[config.mk]
export PLATFORM = sky130hd
export DESIGN_NAME = addr_xlate_unit
export DESIGN_NICKNAME = d
export VERILOG_FILES = /design/src/rtl/xlate_pkg.sv /design/src/rtl/xlate_regs.sv /design/src/rtl/xlate_lane.sv /design/src/rtl/addr_xlate_unit.sv
export SDC_FILE = /design/constraint.sdc
export NUM_CORES = 1
export LEC_CHECK = 0
export CORE_ASPECT_RATIO = 0.6
export CORE_MARGIN = 2
export CORE_UTILIZATION = 25
export DETAILED_ROUTE_END_ITERATION = 10
export MAX_ROUTING_LAYER = met4
export PLACE_DENSITY = 0.57
export SLEW_MARGIN = 20
export SYNTH_ARGS = -nofsm -noshare
export SYNTH_HDL_FRONTEND = slang
export SYNTH_SLANG_ARGS = --single-unit
[constraint.sdc]
create_clock -name clk -period 3.45 [get_ports clk]
set_input_delay 0.5175 -clock clk [delete_from_list [all_inputs] [get_ports clk]]
set_output_delay 0.5175 -clock clk [all_outputs]
set_load 0.05 [all_outputs]
[src/rtl/xlate_pkg.sv]
package xlate_pkg;
  typedef enum logic [2:0] {
    SEL_NONE,
    SEL_OB_BASE,
    SEL_OB_XLAT,
    SEL_IB_BASE,
    SEL_IB_XLAT
  } reg_sel_e;

  localparam logic [15:0] OFS_OB_BASE   = 16'h0300;
  localparam logic [15:0] OFS_OB_XLAT   = 16'h0308;
  localparam logic [15:0] OFS_IB_XLAT   = 16'h0310;
  localparam logic [15:0] OFS_LOCAL_ADD = 16'h2000;
  localparam logic [15:0] OFS_IB_BASE   = 16'h0010;
endpackage

[src/rtl/xlate_regs.sv]
module xlate_regs #(
  parameter int AW     = 32,
  parameter int RAW    = 16,
  parameter int SW     = 5,
  parameter int PG_LSB = 12
) (
  input  logic           clk,
  input  logic           rst_n,
  input  logic           wr_en,
  input  logic [RAW-1:0] addr,
  input  logic [AW-1:0]  wdata,
  output logic [AW-1:0]  rdata,
  output logic [AW-1:0]  ob_base,
  output logic [AW-1:0]  ob_xbase,
  output logic [SW-1:0]  ob_size,
  output logic [AW-1:0]  ib_base,
  output logic [AW-1:0]  ib_xbase,
  output logic [SW-1:0]  ib_size
);
  import xlate_pkg::*;

  localparam int HW = AW - PG_LSB;

  reg_sel_e         sel;
  logic [HW-1:0]    ob_base_q, ob_xl_q, ib_base_q, ib_xl_q;
  logic [SW-1:0]    ob_size_q, ib_size_q;

  always_comb begin
    sel = SEL_NONE;
    if (RAW'(addr) == RAW'(OFS_OB_BASE) || RAW'(addr) == RAW'(OFS_OB_BASE | OFS_LOCAL_ADD))
      sel = SEL_OB_BASE;
    else if (RAW'(addr) == RAW'(OFS_OB_XLAT) || RAW'(addr) == RAW'(OFS_OB_XLAT | OFS_LOCAL_ADD))
      sel = SEL_OB_XLAT;
    else if (RAW'(addr) == RAW'(OFS_IB_XLAT) || RAW'(addr) == RAW'(OFS_IB_XLAT | OFS_LOCAL_ADD))
      sel = SEL_IB_XLAT;
    else if (RAW'(addr) == RAW'(OFS_IB_BASE))
      sel = SEL_IB_BASE;
  end

  always_ff @(posedge clk or negedge rst_n) begin
    if (!rst_n) begin
      ob_base_q <= '0;
      ob_xl_q   <= '0;
      ob_size_q <= '0;
      ib_base_q <= '0;
      ib_xl_q   <= '0;
      ib_size_q <= '0;
    end else if (wr_en) begin
      case (sel)
        SEL_OB_BASE: ob_base_q <= wdata[AW-1:PG_LSB];
        SEL_OB_XLAT: begin
          ob_xl_q   <= wdata[AW-1:PG_LSB];
          ob_size_q <= wdata[SW-1:0];
        end
        SEL_IB_BASE: ib_base_q <= wdata[AW-1:PG_LSB];
        SEL_IB_XLAT: begin
          ib_xl_q   <= wdata[AW-1:PG_LSB];
          ib_size_q <= wdata[SW-1:0];
        end
        default: ;
      endcase
    end
  end

  assign ob_base  = {ob_base_q, {PG_LSB{1'b0}}};
  assign ob_xbase = {ob_xl_q, {PG_LSB{1'b0}}};
  assign ib_base  = {ib_base_q, {PG_LSB{1'b0}}};
  assign ib_xbase = {ib_xl_q, {PG_LSB{1'b0}}};
  assign ob_size  = ob_size_q;
  assign ib_size  = ib_size_q;

  always_comb begin
    case (sel)
      SEL_OB_BASE: rdata = ob_base;
      SEL_OB_XLAT: rdata = ob_xbase | AW'(ob_size_q);
      SEL_IB_BASE: rdata = ib_base;
      SEL_IB_XLAT: rdata = ib_xbase | AW'(ib_size_q);
      default:     rdata = '0;
    endcase
  end

  logic [4*HW+2*SW-1:0] all_q;
  assign all_q = {ob_base_q, ob_xl_q, ob_size_q, ib_base_q, ib_xl_q, ib_size_q};

  // writes to unmapped offsets leave every register alone
  a_r6_unmapped_write: assert property (@(posedge clk) disable iff (!rst_n)
    (wr_en && sel == SEL_NONE) |=> $stable(all_q));

  // register contents change only through a write strobe
  a_r8_no_spurious_change: assert property (@(posedge clk) disable iff (!rst_n)
    !wr_en |=> $stable(all_q));
endmodule

[src/rtl/xlate_lane.sv]
module xlate_lane #(
  parameter int AW    = 32,
  parameter int SW    = 5,
  parameter int MIN_N = 11,
  parameter int MAX_N = 30
) (
  input  logic          clk,
  input  logic          rst_n,
  input  logic          in_valid,
  output logic          in_ready,
  input  logic [AW-1:0] in_addr,
  input  logic [AW-1:0] win_base,
  input  logic [AW-1:0] xl_base,
  input  logic [SW-1:0] size_code,
  output logic          out_valid,
  input  logic          out_ready,
  output logic          out_hit,
  output logic [AW-1:0] out_addr
);
  function automatic logic [AW-1:0] low_mask(input logic [SW-1:0] code);
    int n;
    logic [63:0] span;
    n = int'(code);
    if (n < MIN_N) n = MIN_N;
    if (n > MAX_N) n = MAX_N;
    span = (64'd1 << (n + 1)) - 64'd1;
    return span[AW-1:0];
  endfunction

  logic          lane_on;
  logic [AW-1:0] mask;
  logic          hit_c;
  logic [AW-1:0] addr_c;

  always_comb begin
    lane_on = (size_code != '0);
    mask    = low_mask(size_code);
    hit_c   = lane_on && (((in_addr ^ win_base) & ~mask) == '0);
    addr_c  = hit_c ? ((xl_base & ~mask) | (in_addr & mask)) : in_addr;
  end

  assign in_ready = !out_valid || out_ready;

  always_ff @(posedge clk or negedge rst_n) begin
    if (!rst_n) begin
      out_valid <= 1'b0;
      out_hit   <= 1'b0;
      out_addr  <= '0;
    end else if (in_ready) begin
      out_valid <= in_valid;
      if (in_valid) begin
        out_hit  <= hit_c;
        out_addr <= addr_c;
      end
    end
  end

  // a stalled result stays put
  a_r9_hold_on_stall: assert property (@(posedge clk) disable iff (!rst_n)
    (out_valid && !out_ready) |=> (out_valid && $stable(out_addr) && $stable(out_hit)));

  // a disabled lane never reports a hit
  a_r3_off_no_hit: assert property (@(posedge clk) disable iff (!rst_n)
    (in_valid && in_ready && size_code == '0) |=> !out_hit);

  // the page offset always passes straight through
  a_r10_page_offset_kept: assert property (@(posedge clk) disable iff (!rst_n)
    (in_valid && in_ready) |=> (out_addr[11:0] == $past(in_addr[11:0])));
endmodule

[src/rtl/addr_xlate_unit.sv]
module addr_xlate_unit #(
  parameter int AW     = 32,
  parameter int RAW    = 16,
  parameter int SW     = 5,
  parameter int PG_LSB = 12,
  parameter int MIN_N  = 11,
  parameter int MAX_N  = 30
) (
  input  logic           clk,
  input  logic           rst_n,
  input  logic           reg_wr_en,
  input  logic [RAW-1:0] reg_addr,
  input  logic [AW-1:0]  reg_wdata,
  output logic [AW-1:0]  reg_rdata,
  input  logic           ob_in_valid,
  output logic           ob_in_ready,
  input  logic [AW-1:0]  ob_in_addr,
  output logic           ob_out_valid,
  input  logic           ob_out_ready,
  output logic           ob_out_hit,
  output logic [AW-1:0]  ob_out_addr,
  input  logic           ib_in_valid,
  output logic           ib_in_ready,
  input  logic [AW-1:0]  ib_in_addr,
  output logic           ib_out_valid,
  input  logic           ib_out_ready,
  output logic           ib_out_hit,
  output logic [AW-1:0]  ib_out_addr
);
  logic [AW-1:0] ob_base, ob_xbase, ib_base, ib_xbase;
  logic [SW-1:0] ob_size, ib_size;

  xlate_regs #(.AW(AW), .RAW(RAW), .SW(SW), .PG_LSB(PG_LSB)) u_regs (
    .clk(clk), .rst_n(rst_n), .wr_en(reg_wr_en), .addr(reg_addr),
    .wdata(reg_wdata), .rdata(reg_rdata),
    .ob_base(ob_base), .ob_xbase(ob_xbase), .ob_size(ob_size),
    .ib_base(ib_base), .ib_xbase(ib_xbase), .ib_size(ib_size)
  );

  xlate_lane #(.AW(AW), .SW(SW), .MIN_N(MIN_N), .MAX_N(MAX_N)) u_ob (
    .clk(clk), .rst_n(rst_n),
    .in_valid(ob_in_valid), .in_ready(ob_in_ready), .in_addr(ob_in_addr),
    .win_base(ob_base), .xl_base(ob_xbase), .size_code(ob_size),
    .out_valid(ob_out_valid), .out_ready(ob_out_ready),
    .out_hit(ob_out_hit), .out_addr(ob_out_addr)
  );

  xlate_lane #(.AW(AW), .SW(SW), .MIN_N(MIN_N), .MAX_N(MAX_N)) u_ib (
    .clk(clk), .rst_n(rst_n),
    .in_valid(ib_in_valid), .in_ready(ib_in_ready), .in_addr(ib_in_addr),
    .win_base(ib_base), .xl_base(ib_xbase), .size_code(ib_size),
    .out_valid(ib_out_valid), .out_ready(ib_out_ready),
    .out_hit(ib_out_hit), .out_addr(ib_out_addr)
  );

  // nothing is valid in the first cycle out of reset
  a_r7_quiet_after_reset: assert property (@(posedge clk)
    $rose(rst_n) |-> (!ob_out_valid && !ib_out_valid));
endmodule

==> flow_results.org <==
** Global routing
- Number of global-route vias before repair :: 7763
- The first global-routing pass estimated 48570 um of wire.
- Total Routing Usage GR :: 0.1842
- The number of antenna violations at the first check in global routing is 7.
- Largest net degree at the start of global routing :: 69
- The total overflow left after global routing is 0.

** Logic synthesis
- Cell area after synthesis :: 8786 um2
- Synthesized area divided by synthesized cell count :: 9.984 um2
- The share of synthesized area in the top cell type comes to 0.4500.
- Synth area leader :: sky130_fd_sc_hd__dfrtp_1
- Among all flip-flop cells after synthesis, the most frequent one is sky130_fd_sc_hd__dfrtp_1.
- sky130_fd_sc_hd__nand2_1 is the most common cell in the netlist.
- The commonest cells after synthesis are sky130_fd_sc_hd__nand2_1, sky130_fd_sc_hd__dfrtp_1, sky130_fd_sc_hd__mux2_2, sky130_fd_sc_hd__clkbuf_1, sky130_fd_sc_hd__o311ai_1.
- Counting distinct cell types in the post-synthesis netlist gives 68.
- Cell count after synthesis :: 880
- Number of flip-flops and latches in the synthesized netlist :: 158
- For this run, the number of Yosys warnings is 0.
- Of the synthesized area, sequential elements account for 0.4500.
- Yosys attributes the largest share of cell area to sky130_fd_sc_hd__dfrtp_1, sky130_fd_sc_hd__mux2_2, sky130_fd_sc_hd__nand2_1.
- EDFF count, synth :: 0
- For this run, asynchronously set or reset flops after synthesis account for 1.000.

** Setup path
- The worst setup path is captured at a primary output.
- Critical path fanouts, max :: 10
- Critical path arrival :: 2.75 ns
- Highest cell delay on the worst timing path :: 0.40 ns
- Worst path top cell family by delay :: simple AND/OR/NAND/NOR gates
- Worst path buffer plus inverter count :: 3
- STA classifies the critical path startpoint as an input pin.
- Series of cell instances along the critical path :: clkdlybuf4s50_1 > nor4_1 > nand3_1 > or2_1 > nor3b_2 > buf_4 > a22oi_1 > o21ai_1 > buf_12
- For the worst setup path, the data required time is 2.93 ns.
- The slowest stage of the critical path is the sky130_fd_sc_hd__clkdlybuf4s50_1 cell.
- Setup Crit Path Kind :: input pin to primary output

** Route
- Dividing the detail-routed via count by the number of cells gives 5.003.
- Detailed Routing Iterations Pass 1 :: 6
- Total DRC errors in the routed layout :: 0
- Wires add up to 32450 um.
- Via count :: 7874
- After the first detailed-routing iteration, the DRC count stood at 687.
- Remaining number of nets flagged by the antenna check after routing :: 0
- Average wire per standard cell :: 20.61 um

** Clocking
- Worst skew pair latency :: 0.45 ns
- Root buffer cell :: sky130_fd_sc_hd__clkbuf_16
- Clock tree synthesis found a total of 158 sinks.
- Post-CTS clock slew at the launch and capture registers of the worst setup and hold paths :: 0.07 ns
- In this run the post-CTS setup repair buffer count came out at 0.
- No sink is reached through more buffers than the 2 on the longest clock path.
- TritonCTS built the clock tree.
- H-Tree Level Count :: 4
- Buffers inserted during clock tree synthesis total 17.

** Floorplan
- Placement Rows :: 53
- # IOs :: 221
- Effective utilization at floorplan :: 0.2524
- Die Footprint :: 36710 um2
- The core region is 34810 um2.
- From left edge to right edge, the die measures 246.0 um.
- Vert. Die Dim :: 149.2 um

** Final layout
- Filler Cells Inserted :: 3534
- Compared with the post-synthesis result, the final layout area differs by 41.75%.
- Post-route design area :: 12450 um2
- Layout cells sized above 1 :: 0.1964
- The final layout contains 1209 nets.
- Non-filler instance count after layout :: 1574

** Power and ir drop
- Internal power summed over all cells :: 3.606 mW
- Clock network fraction of total power :: 0.405
- Dividing total power by cell area gives a power density of 416.7 nW/um2.
- The worst-case IR drop observed on VDD is 0.3682 mV.
- Switching Fraction :: 0.3051
- Post-layout power :: 5.190 mW
- In this run the power spent charging and discharging nets is 1.584 mW.
- For this design the static power due to leakage is 5.269 nW.
- Of the total power, combinational logic draws 0.208.
- The share of total power dissipated in sequential elements is 0.387.

** Place
- Port buffer count :: 206
- Cell area reported after detailed placement :: 11790 um2
- Counting tap cells, the placed design contains a total of 1536 instances.
- The congestion estimate from routability-driven global placement came to 0.9557.
- Detailed placement finished with a half-perimeter wire length of 25050 um.

** Timing
- Period minus WS final :: 3.264 ns
- Between clock sinks in the finished design, the worst skew comes to 0.01259 ns.
- Ratio of final minimum period to clock period :: 0.9461
- In the final timing run, aggregate negative setup slack is 0 ns.
- Final setup vio count :: 0
- Pins over their slew limit :: 0
- Across all hold checks on the routed design, the worst slack comes to 0.06579 ns.
- Transition time of the tightest slew-check pin :: 0.8423 ns
- Maximum clock rate :: 0.3064 GHz
- Measured against its own limit, the worst slew margin works out to 0.4336.
- Total count of hold-check failures in the final report :: 0
- RSZ-0062 raised after global routing :: true

** Status
- Status :: finished clean

** Run
- Total of max-cap violations :: 0

** Min path
- In this run the worst hold path is classified as input pin to async pin.
==> metal layers <==
layer | routed length [um] | track usage
met1 | 15460 | 0.2549
met5 | 0 | -
met3 | 2622 | 0.06368
met4 | 331 | 0.04212
met2 | 14040 | 0.2556
==> cells in the final DEF (no fill, tap or decap), drive strengths merged, types with 22 or more instances in the layout <==
cell	netlist	final
nor2	23	23
nand2	174	174
xor2	25	25
clkdlybuf4s50	0	180
mux2	90	90
o21ai	42	42
buf	25	76
dfrtp	158	158
a22oi	26	26
o311ai	45	45
mux2i	22	22
==> logic make-up (layout without fill, tap and decap cells) <==
| family | Yosys count | in the layout | share of synthesized area |
|---|---|---|---|
| adder cells (fa/ha/maj) | 2 | 2 | 0.002848 |
| flip-flops | 158 | 158 | 0.4500 |
| XOR/XNOR | 42 | 42 | 0.04187 |
| AO/OA/AOI/OAI | 195 | 195 | 0.1693 |
| buffers and inverters | 77 | 288 | 0.04016 |
| multiplexers | 112 | 112 | 0.1404 |
| other | 2 | 18 | 0.0008548 |
| AND/OR/NAND/NOR | 292 | 292 | 0.1545 |
==> per-stage QoR <==
step / worst slack (ns) / utilization
after floorplan: 0.3594 / -
after global placement: 0.04677 / 0.3388
after detailed placement: 0.06774 / 0.3388
after CTS: 0.04198 / 0.3570
after global routing: -0.03422 / 0.3577
final: 0.1861 / 0.3577
==> sequential cells by signal (all words and copies together) (netlist names) <==
signal and count:
u_regs.ib_base_q 20, u_ob.out_valid 1, u_ib.out_addr 32, u_ob.out_addr 32
u_ib.out_valid 1, u_regs.ob_xl_q 20, u_regs.ob_base_q 20, u_ob.out_hit 1
u_regs.ib_size 5, u_regs.ib_xl_q 20, u_regs.ob_size 5, u_ib.out_hit 1
==> worst paths after layout <==
path                              startpoint           endpoint  slack, ns  cells past startpoint
max                             reg_addr[10]      reg_rdata[24]       0.19                      9
min                                    rst_n   u_ib.out_addr[2]       0.07                      1
max reg2reg                u_regs.ib_size[1]  u_ib.out_addr[19]       0.36                      7
min reg2reg                 u_ib.out_addr[3]   u_ib.out_addr[3]       0.48                      2
max in group asynchronous              rst_n       u_ob.out_hit       2.49                      2
min in group clk            u_ib.out_addr[3]   u_ib.out_addr[3]       0.48                      2
==> power by group through the flow <==
stage | sequential, mW | clock [mW] | combinational [mW]
floorplan | 2.39 | 0 | 0.240
global placement | 2.04 | 0 | 1.08
detailed placement | 2.04 | 0 | 1.09
CTS | 2.01 | 2.14 | 1.09
global route | 2.02 | 2.24 | 1.15
finish | 2.01 | 2.10 | 1.08
==> timing repair <==
| action | 4_1_cts | 5_1_grt |
|---|---|---|
| resized for setup | 0 | 8 |
| setup endpoints to repair | 0 | 13 |
| hold buffers | 0 | 0 |
==> layout make-up <==
type,instances,area [um2],share of cell area
diodes,7,17.52,0.001406
inverters,1,3.754,0.0003014
multi-input cells,654,4533,0.3640
clock inverters,11,178.9,0.01437
flip-flops and latches,158,3954,0.3175
well taps,467,584.3,0.04692
clock buffers,20,456.7,0.03667
repair buffers,256,2726,0.2189
Power figures use the tool's default switching activity.
